File: src/rtl/aal5_reasm.sv
module aal5_reasm #(
  parameter int NUM_VC  = 64,
  parameter int NUM_CTX = 8,
  parameter int NUM_BUF = 256,
  localparam int VC_W  = $clog2(NUM_VC),
  localparam int CX_W  = $clog2(NUM_CTX),
  localparam int PTR_W = $clog2(NUM_BUF),
  localparam int CNT_W = $clog2(NUM_BUF + 1)
) (
  input  logic             clk,
  input  logic             rst_n,
  input  logic             cell_valid,
  output logic             cell_ready,
  input  logic [VC_W-1:0]  cell_vc,
  input  logic             cell_eof,
  input  logic [31:0]      cell_data,
  output logic             buf_wr_en,
  output logic [PTR_W+3:0] buf_wr_addr,
  output logic [31:0]      buf_wr_data,
  output logic             lnk_wr_en,
  output logic [PTR_W-1:0] lnk_wr_ptr,
  output logic [PTR_W-1:0] lnk_wr_next,
  output logic             desc_valid,
  output logic [VC_W-1:0]  desc_vc,
  output logic [PTR_W-1:0] desc_head,
  output logic [CNT_W-1:0] desc_cells,
  output logic [1:0]       desc_status,
  input  logic             ret_valid,
  input  logic [PTR_W-1:0] ret_ptr
);
  localparam int BEATS = 12;
  localparam logic [31:0] POLY = 32'h04C11DB7;
  localparam logic [31:0] GOOD = 32'hC704DD7B;

  function automatic logic [31:0] crc_step(input logic [31:0] c, input logic [31:0] d);
    logic [31:0] r;
    r = c;
    for (int i = 31; i >= 0; i--) r = {r[30:0], 1'b0} ^ ({32{r[31] ^ d[i]}} & POLY);
    return r;
  endfunction

  logic [3:0]        beat;
  logic              cur_drop, cur_eof;
  logic [CX_W-1:0]   cur_ctx;
  logic [VC_W-1:0]   cur_vc;
  logic [PTR_W-1:0]  cur_ptr;
  logic [31:0]       cur_crc;
  logic [15:0]       cur_len;

  logic [NUM_VC-1:0] vc_has, vc_drop;
  logic [CX_W-1:0]   vc_ctx [NUM_VC];
  logic [NUM_CTX-1:0] cx_busy;
  logic [31:0]       cx_crc  [NUM_CTX];
  logic [PTR_W-1:0]  cx_head [NUM_CTX];
  logic [PTR_W-1:0]  cx_tail [NUM_CTX];
  logic [CNT_W-1:0]  cx_cnt  [NUM_CTX];

  logic [PTR_W-1:0]  fl [NUM_BUF];
  logic [PTR_W-1:0]  fl_rd, fl_wr;
  logic [CNT_W-1:0]  fl_cnt;

  logic            fr_ok;
  logic [CX_W-1:0] fr_idx;
  always_comb begin
    fr_ok  = 1'b0;
    fr_idx = '0;
    for (int i = NUM_CTX - 1; i >= 0; i--)
      if (!cx_busy[i]) begin
        fr_ok  = 1'b1;
        fr_idx = CX_W'(i);
      end
  end

  wire             first  = (beat == 4'd0);
  wire             last   = (beat == 4'(BEATS - 1));
  wire             acc    = cell_valid && cell_ready;
  wire             hit    = vc_has[cell_vc];
  wire             s_drop = !hit && (vc_drop[cell_vc] || !fr_ok);
  wire [CX_W-1:0]  s_ctx  = hit ? vc_ctx[cell_vc] : fr_idx;
  wire [PTR_W-1:0] fl_top = fl[fl_rd];
  wire             e_drop = first ? s_drop : cur_drop;
  wire [PTR_W-1:0] e_ptr  = first ? fl_top : cur_ptr;
  wire [31:0]      crc_in = first ? (hit ? cx_crc[s_ctx] : '1) : cur_crc;
  wire [31:0]      crc_nx = crc_step(crc_in, cell_data);
  wire [16:0]      need   = (17'(cur_len) + 17'd55) / 17'd48;
  wire             pop    = acc && first && !s_drop;

  assign cell_ready  = !first || (fl_cnt != '0);
  assign buf_wr_en   = acc && !e_drop;
  assign buf_wr_addr = {e_ptr, beat};
  assign buf_wr_data = cell_data;
  assign lnk_wr_en   = acc && first && hit;
  assign lnk_wr_ptr  = cx_tail[s_ctx];
  assign lnk_wr_next = fl_top;

  always_ff @(posedge clk) begin
    if (!rst_n) begin
      beat <= '0;
      cur_drop <= 1'b0; cur_eof <= 1'b0; cur_ctx <= '0; cur_vc <= '0;
      cur_ptr <= '0; cur_crc <= '0; cur_len <= '0;
      vc_has <= '0; vc_drop <= '0; cx_busy <= '0;
      for (int v = 0; v < NUM_VC; v++) vc_ctx[v] <= '0;
      for (int c = 0; c < NUM_CTX; c++) begin
        cx_crc[c] <= '0; cx_head[c] <= '0; cx_tail[c] <= '0; cx_cnt[c] <= '0;
      end
      for (int b = 0; b < NUM_BUF; b++) fl[b] <= PTR_W'(b);
      fl_rd <= '0; fl_wr <= '0; fl_cnt <= CNT_W'(NUM_BUF);
      desc_valid <= 1'b0; desc_vc <= '0; desc_head <= '0; desc_cells <= '0; desc_status <= '0;
    end else begin
      desc_valid <= 1'b0;
      if (ret_valid) begin
        fl[fl_wr] <= ret_ptr;
        fl_wr <= fl_wr + 1'b1;
      end
      fl_cnt <= fl_cnt + CNT_W'(ret_valid) - CNT_W'(pop);
      if (acc) begin
        beat    <= last ? 4'd0 : beat + 4'd1;
        cur_crc <= crc_nx;
        if (beat == 4'(BEATS - 2)) cur_len <= cell_data[15:0];
        if (first) begin
          cur_drop <= s_drop; cur_ctx <= s_ctx; cur_vc <= cell_vc;
          cur_eof <= cell_eof; cur_ptr <= fl_top;
          if (s_drop) vc_drop[cell_vc] <= 1'b1;
          else begin
            fl_rd <= fl_rd + 1'b1;
            cx_tail[s_ctx] <= fl_top;
            if (hit) cx_cnt[s_ctx] <= cx_cnt[s_ctx] + 1'b1;
            else begin
              vc_has[cell_vc] <= 1'b1;
              vc_ctx[cell_vc] <= s_ctx;
              cx_busy[s_ctx]  <= 1'b1;
              cx_head[s_ctx]  <= fl_top;
              cx_cnt[s_ctx]   <= CNT_W'(1);
            end
          end
        end
        if (last) begin
          if (!cur_drop) cx_crc[cur_ctx] <= crc_nx;
          if (cur_eof) begin
            desc_valid <= 1'b1;
            desc_vc    <= cur_vc;
            if (cur_drop) begin
              vc_drop[cur_vc] <= 1'b0;
              desc_head   <= '0;
              desc_cells  <= '0;
              desc_status <= 2'd3;
            end else begin
              vc_has[cur_vc]   <= 1'b0;
              cx_busy[cur_ctx] <= 1'b0;
              desc_head  <= cx_head[cur_ctx];
              desc_cells <= cx_cnt[cur_ctx];
              if (crc_nx != GOOD) desc_status <= 2'd1;
              else if (need != 17'(cx_cnt[cur_ctx])) desc_status <= 2'd2;
              else desc_status <= 2'd0;
            end
          end
        end
      end
    end
  end
endmodule

File: config.mk
export PLATFORM = sky130hd
export DESIGN_NAME = aal5_reasm
export DESIGN_NICKNAME = d
export VERILOG_FILES = /design/src/rtl/aal5_reasm.sv
export SDC_FILE = /design/constraint.sdc
export NUM_CORES = 2
export LEC_CHECK = 0
export ABC_CLOCK_PERIOD_IN_PS = 7000
export CAP_MARGIN = 0
export CELL_PAD_IN_SITES_DETAIL_PLACEMENT = 1
export CELL_PAD_IN_SITES_GLOBAL_PLACEMENT = 2
export CORE_UTILIZATION = 30
export CTS_CLUSTER_SIZE = 16
export DETAILED_ROUTE_END_ITERATION = 10
export DONT_BUFFER_PORTS = 1
export GPL_TIMING_DRIVEN = 0
export PLACE_DENSITY_LB_ADDON = 0.1
export SYNTH_ARGS = -nofsm -noshare
export SYNTH_HDL_FRONTEND = slang
export SYNTH_SLANG_ARGS = --single-unit
export TNS_END_PERCENT = 1
File: constraint.sdc
create_clock -name clk -period 7 [get_ports clk]
set_input_delay 0.7 -clock clk [delete_from_list [all_inputs] [get_ports clk]]
set_output_delay 0.7 -clock clk [all_outputs]
set_load 0.01 [all_outputs]
* Word level (Yosys, flattened, before mapping)
Memory sizes are Yosys's and may differ from the RTL's. A register that Yosys moved wholly into a read port is not among the register bits. Cells that the tools add are included.
Word-level totals: register bits after elaboration 258, latch bits 0, memory bits (writable) 2696, bits in read-only memories 0, input bits 51, output and inout port bits 89, word-level logic and storage cells 263, memories 6
Operators by class: $add $sub $neg 7, $mul 0, divide/modulo/power cells 1, order comparisons 8, equal/unequal tests 4, shift-type cells 0, mux-type cells 114, bitwise gates (word level) 74, reduce and logical (&&, ||, !) cells 30
Memories:
- fl | words 256, width 8, rd ports 1, clocked after Yosys merged registers in 1, write ports 256, RTL line 58 | logic [PTR_W-1:0] fl [NUM_BUF];
- cx_crc | words 8, width 32, rd ports 1, clocked after Yosys merged registers in 0, write ports 8, RTL line 53 | logic [31:0] cx_crc [NUM_CTX];
- vc_ctx | words 64, width 3, rd ports 1, clocked after Yosys merged registers in 0, write ports 64, RTL line 51 | logic [CX_W-1:0] vc_ctx [NUM_VC];
- cx_cnt | words 8, width 9, rd ports 2, clocked after Yosys merged registers in 1, write ports 8, RTL line 56 | logic [CNT_W-1:0] cx_cnt [NUM_CTX];
- cx_head | words 8, width 8, rd ports 1, clocked after Yosys merged registers in 1, write ports 8, RTL line 54 | logic [PTR_W-1:0] cx_head [NUM_CTX];
- cx_tail | words 8, width 8, rd ports 1, clocked after Yosys merged registers in 0, write ports 8, RTL line 55 | logic [PTR_W-1:0] cx_tail [NUM_CTX];
Operators with widths (number):
- $xor 32x27->32 | 32
- $mux 64 | 15
- $and 64x64->64 | 2
- $mux 8 | 16
- $or 64x64->64 | 2
- $mux 32 | 3
- $not 64->64 | 1
- $mux 3 | 18
- $mux 1 | 48
- $ne 32x32->1 const B | 1
- $reduce_or 32->1 | 1
- $xor 1x1->1 | 32
- $mux 9 | 3
- $reduce_or 8->1 | 3
- $add 16x6->17 const B | 1
- $div 17x6->17 const B | 1
- $ne 17x9->1 | 1
- $add 8x1->8 const B | 2
- $lt 6x7->1 const B | 2
- $bmux 1 s6 | 2
- $demux 1 s6 | 2
- $ge 6x1->1 const B | 2
- $logic_and 1x1->1 | 10
- $add 9x1->9 | 1
- 23 further kinds | 37

* Logic depth before layout (Yosys ltp)
An unclocked memory read counts as a cell.
depth after elaboration 79, depth in mapped cells 31, depth with buffers taken out 26

* Worst setup path after synthesis
OpenSTA, ideal clock, no wires.
kind input port to flip-flop, from in cell_vc[1], to reg desc_status[1], library setup time 70 ps, arrival time 6857 ps, required time 6930 ps, path slack 73 ps, cell stages on the path 27, path buffers 6, cell sequence buf_2 mux2_2 a222oi_1 o21ai_0 a22o_1 nor3_1 o31a_1 buf_6 buf_2 buf_2 buf_2 buf_2 mux2_2 a221oi_1 nor2_1 o32a_1 xnor2_1 xnor2_1 xnor2_1 xnor2_1 xnor3_1 xnor2_1 xnor2_1 nor3b_1 and4b_1 nand4_1 a21oi_1
On the way: cells in the longest elaborated chain, start to end 47, elaborated cells on any way between the ends 74, classes of those cells eq/ne: 1; mux: 7; bitwise: 64; memory: 2
Ends and longest elaborated chain:
- from (decl) | RTL line 14 | input logic [VC_W-1:0] cell_vc,
- $bmux 1 s6 | RTL line 77 | wire hit = vc_has[cell_vc];
- $mux 1 (not written as such) | RTL line 77
- $mux 3 | RTL line 79 | wire [CX_W-1:0] s_ctx = hit ? vc_ctx[cell_vc] : fr_idx;
- $mem_v2 8x32
- $mux 32 (*) (2 in a row) | RTL line 83 | wire [31:0] crc_in = first ? (hit ? cx_crc[s_ctx] : '1) : cur_crc;
- $xor 32x27->32 (*) | RTL line 38 | for (int i = 31; i >= 0; i--) r = {r[30:0], 1'b0} ^ ({32{r[31] ^ d[i]}} & POLY);
- $xor 1x1->1 / $xor 32x27->32 (equally long branches) | RTL line 38
- $xor 32x27->32 (*) (6 in a row) | RTL line 38
- [15 not listed]
- $xor 32x27->32 (*) (6 in a row) | RTL line 38
- $xor 1x1->1 / $xor 32x27->32 (equally long branches) | RTL line 38
- $xor 32x27->32 (*) (6 in a row) | RTL line 38
- $xor 1x1->1 / $xor 32x27->32 (equally long branches) | RTL line 38
- $xor 32x27->32 (*) | RTL line 38
- $ne 32x32->1 (*) | RTL line 152 | if (crc_nx != GOOD) desc_status <= 2'd1;
- $mux 2 (*) | RTL line 152
- $mux 2 (*) | RTL line 142 | if (cur_drop) begin
- to (signal assigned) | RTL line 152
- to (signal assigned) | RTL line 153 | else if (need != 17'(cx_cnt[cur_ctx])) desc_status <= 2'd2;
- to (signal assigned) | RTL line 154 | else desc_status <= 2'd0;
- to (decl) | RTL line 27 | output logic [1:0] desc_status,
Every way passes the cells marked *; elsewhere a longest branch is shown, timed or not. The select of a mux whose other input is x is not followed. A chain may end at the register's enable or synchronous reset.

* Worst setup path after layout
from in cell_vc[2], to reg desc_status[1]
Same word-level chain as after synthesis.

==> impl_metrics.csv <==
group,metric,value,unit
status,status,"finished with violations",
status,violations,"capacitance limit, slew limit, setup timing",
placed_design,hpwl,575.8,mm
sta,setup_ws,-757.9,ps
global_route,grt_max_degree,23,
clocking,clk_pin_slew_worst_paths,60,ps
die,die_x,688.5,µm
clocking,cts_tree,"done",
die,initial_utilization,30.20,%
logic_synthesis,syn-instance-count,10400,
clocking,cts_sinks,2965,
sta,slew_headroom,-10.22,%
worst_setup_path,crit_family,"XOR/XNOR gates",
logic_synthesis,avgSynthCellArea,13.60,µm²
logic_synthesis,synth_most_common_cell,"edfxtp_1",
worst_setup_path,cpMaxStageDelayCell,"xnor3_2",
worst_setup_path,worstPathMaxFanout,10,
clocking,clk_latency,1040,ps
sta,setup_violations,74,
worst_setup_path,cp_data_arrival_time,8660,ps
worst_hold_path,hold_class,"in2reg",
placed_design,gp_congestion,0.9803,
finish,final_core_util,35.96,%
clocking,cts_buffers,365,
global_route,grt_pass1_vias,104100,
logic_synthesis,synth_edf_count,2696,
detailed_routing,vias,105500,
worst_setup_path,worstPathBufferInverterCount,8,
worst_setup_path,max_stage_delay,550,ps
global_route,gr-total-overflow,0,
worst_setup_path,path_class,"in2reg",
job,cap_violations,20,
detailed_routing,firstDrtPassIters,7,
logic_synthesis,syn_nets,10480,
placed_design,io_buffers,0,
logic_synthesis,ys_async_sr_fraction,0,%
detailed_routing,ant_nets,0,
sta,period_share,110.8,%
worst_setup_path,critPathCaptureType,"flip-flop",
logic_synthesis,synth-seq-area-share,61.07,%
worst_setup_path,start_kind,"primary input",
sta,hold_viol,0,
logic_synthesis,syn-cell-area,141400,µm²
sta,timing.fmax,128.9,MHz
die,pin_count,140,
global_route,grt_use_total,32.04,%
die,die_h,688.5,µm
worst_setup_path,worstPathRequired,7900,ps
sta,drv_slew,193,
sta,fin_skew,77.68,ps
logic_synthesis,synth-main-ff-cell,"edfxtp_1",
sta,tightest_slew,1653,ps
logic_synthesis,synth_seq_cells,2965,
global_route,antenna_found_initial,181,
logic_synthesis,yosysWarnings,0,
logic_synthesis,synth_top_area_cell,"edfxtp_1",
sta,fin_crit,7758,ps
die,die_area,474000,µm²
global_route,grt_pass1_wl,1012,mm
detailed_routing,first_iter_violations,14530,
clocking,cts-root-buf,"clkbuf_16",
sta,rsz0062_at_grt,"true",
logic_synthesis,synth.top_cells.by_count,"edfxtp_1, clkbuf_1, and3_1, nor2_1, or3_1",
finish,drive_gt1_share,23.03,%
die,core.rowCount,251,
clocking,cts.path.max_buffers,4,
finish,fin_cells,17790,
detailed_routing,vias_per_cell,5.927,
die,core-area,468300,µm²
finish,fin_nets,11220,
finish,syn2layout_area_growth,19.10,%
placed_design,placed_cells,16810,
detailed_routing,wl,776.3,mm
detailed_routing,wl_per_cell,43.63,µm
clocking,htreeDepth,5,
placed_design,pre_cts_slack,-5234,ps
detailed_routing,drc,0,
logic_synthesis,synth_cell_types,97,
logic_synthesis,synth_top_area_share,57.26,%
logic_synthesis,synth_area_leaders,"edfxtp_1, mux4_2, and3_1",
## final timing paths
path / from / endpoint / slack, ps / cells after the start
hold reg to reg: vc_drop[57] / vc_drop[57] / 480 / 2
setup reg to reg: vc_ctx[63][0] / desc_status[1] / -730 / 25
hold / removal: cell_vc[4] / cur_vc[4] / 190 / 3
setup / recovery: cell_vc[2] / desc_status[1] / -760 / 28
## tightest hold or removal path: stages
cell and delay, ps:
clkbuf_2 210, nand2_1 120, a21boi_0 80
## through the flow
stage               hold slack (ps)  area, µm²  setup TNS (ps)
detailed placement            473.2     152300        -2887870
floorplan                     446.0     141400               0
finish                        193.8     168400          -11220
global placement              460.5     149100        -3819690
global route                  183.3     168100          -26020
CTS                           151.4     167700          -18300
## final cells by class
class,instances,area [µm²]
diodes,145,362.8
plain buffers,1162,5543
clock buffers,476,9871
clock inverters,191,1401
fillers,48500,299900
inverters,43,162.7
multi-input cells,6223,52530
flip-flops and latches,2965,86340
well taps,6198,7755
repair buffers,389,4431
## cells in the final DEF (no fill, tap or decap), types with 41 or more instances in the layout
cell and count:
clkbuf_2 216, nand3_1 104, xnor2_4 47, o221a_2 65
buf_12 67, a21oi_1 114, clkinv_1 84, clkinv_2 67
mux2_2 53, o21ai_0 247, buf_6 50, nor2_1 866
buf_2 46, xnor2_1 98, a22oi_1 45, mux2i_1 124
nor3_1 80, diode_2 145, o22ai_1 41, dfxtp_1 269
or3_1 820, and3_1 916, clkbuf_1 825, o21ai_1 207
edfxtp_1 2696, nand2_1 529, buf_4 296, or2_2 204
clkbuf_16 373, and2_1 225, mux4_2 722
## registers in the layout, summed over array words and instances, names as in the netlist, 9 cells and up, named ones only
signal,count
cur_crc,32
cur_len,16
cx_cnt,72
cx_crc,256
cx_head,64
cx_tail,64
desc_cells,9
fl,2048
fl_cnt,9
vc_ctx,192
vc_drop,64
vc_has,64
## metal layers
| metal | wire [µm] | up-vias | global-route usage, % |
|---|---|---|---|
| met5 | 263 | - | 0 |
| met4 | 52940 | 42 | 19.20 |
| met3 | 65380 | 1610 | 6.186 |
| met2 | 354500 | 5961 | 50.46 |
| met1 | 303300 | 56630 | 40.97 |
| li1 | - | 41210 | - |
## cell families after synthesis
family	after synthesis	synth area share (%)
adder cells (fa/ha/maj)	24	0.2177
AO/OA/AOI/OAI	1028	4.807
AND/OR/NAND/NOR	3949	14.81
XOR/XNOR	308	2.766
buffers and inverters	1212	3.420
flip-flops	2965	61.07
multiplexers	914	12.91
## repair_timing
action                                  CTS  global route
gates cloned                              1             0
resized for setup                       569            67
setup endpoints to repair              1284           219
endpoints found under the hold margin    20             0
pin swaps                               121            14
hold buffers                             19             0
setup buffers                           148             3
Power is left out: the tool's default activity adds up to more than one toggle a clock period on the data nets, which glitch-free logic cannot reach.
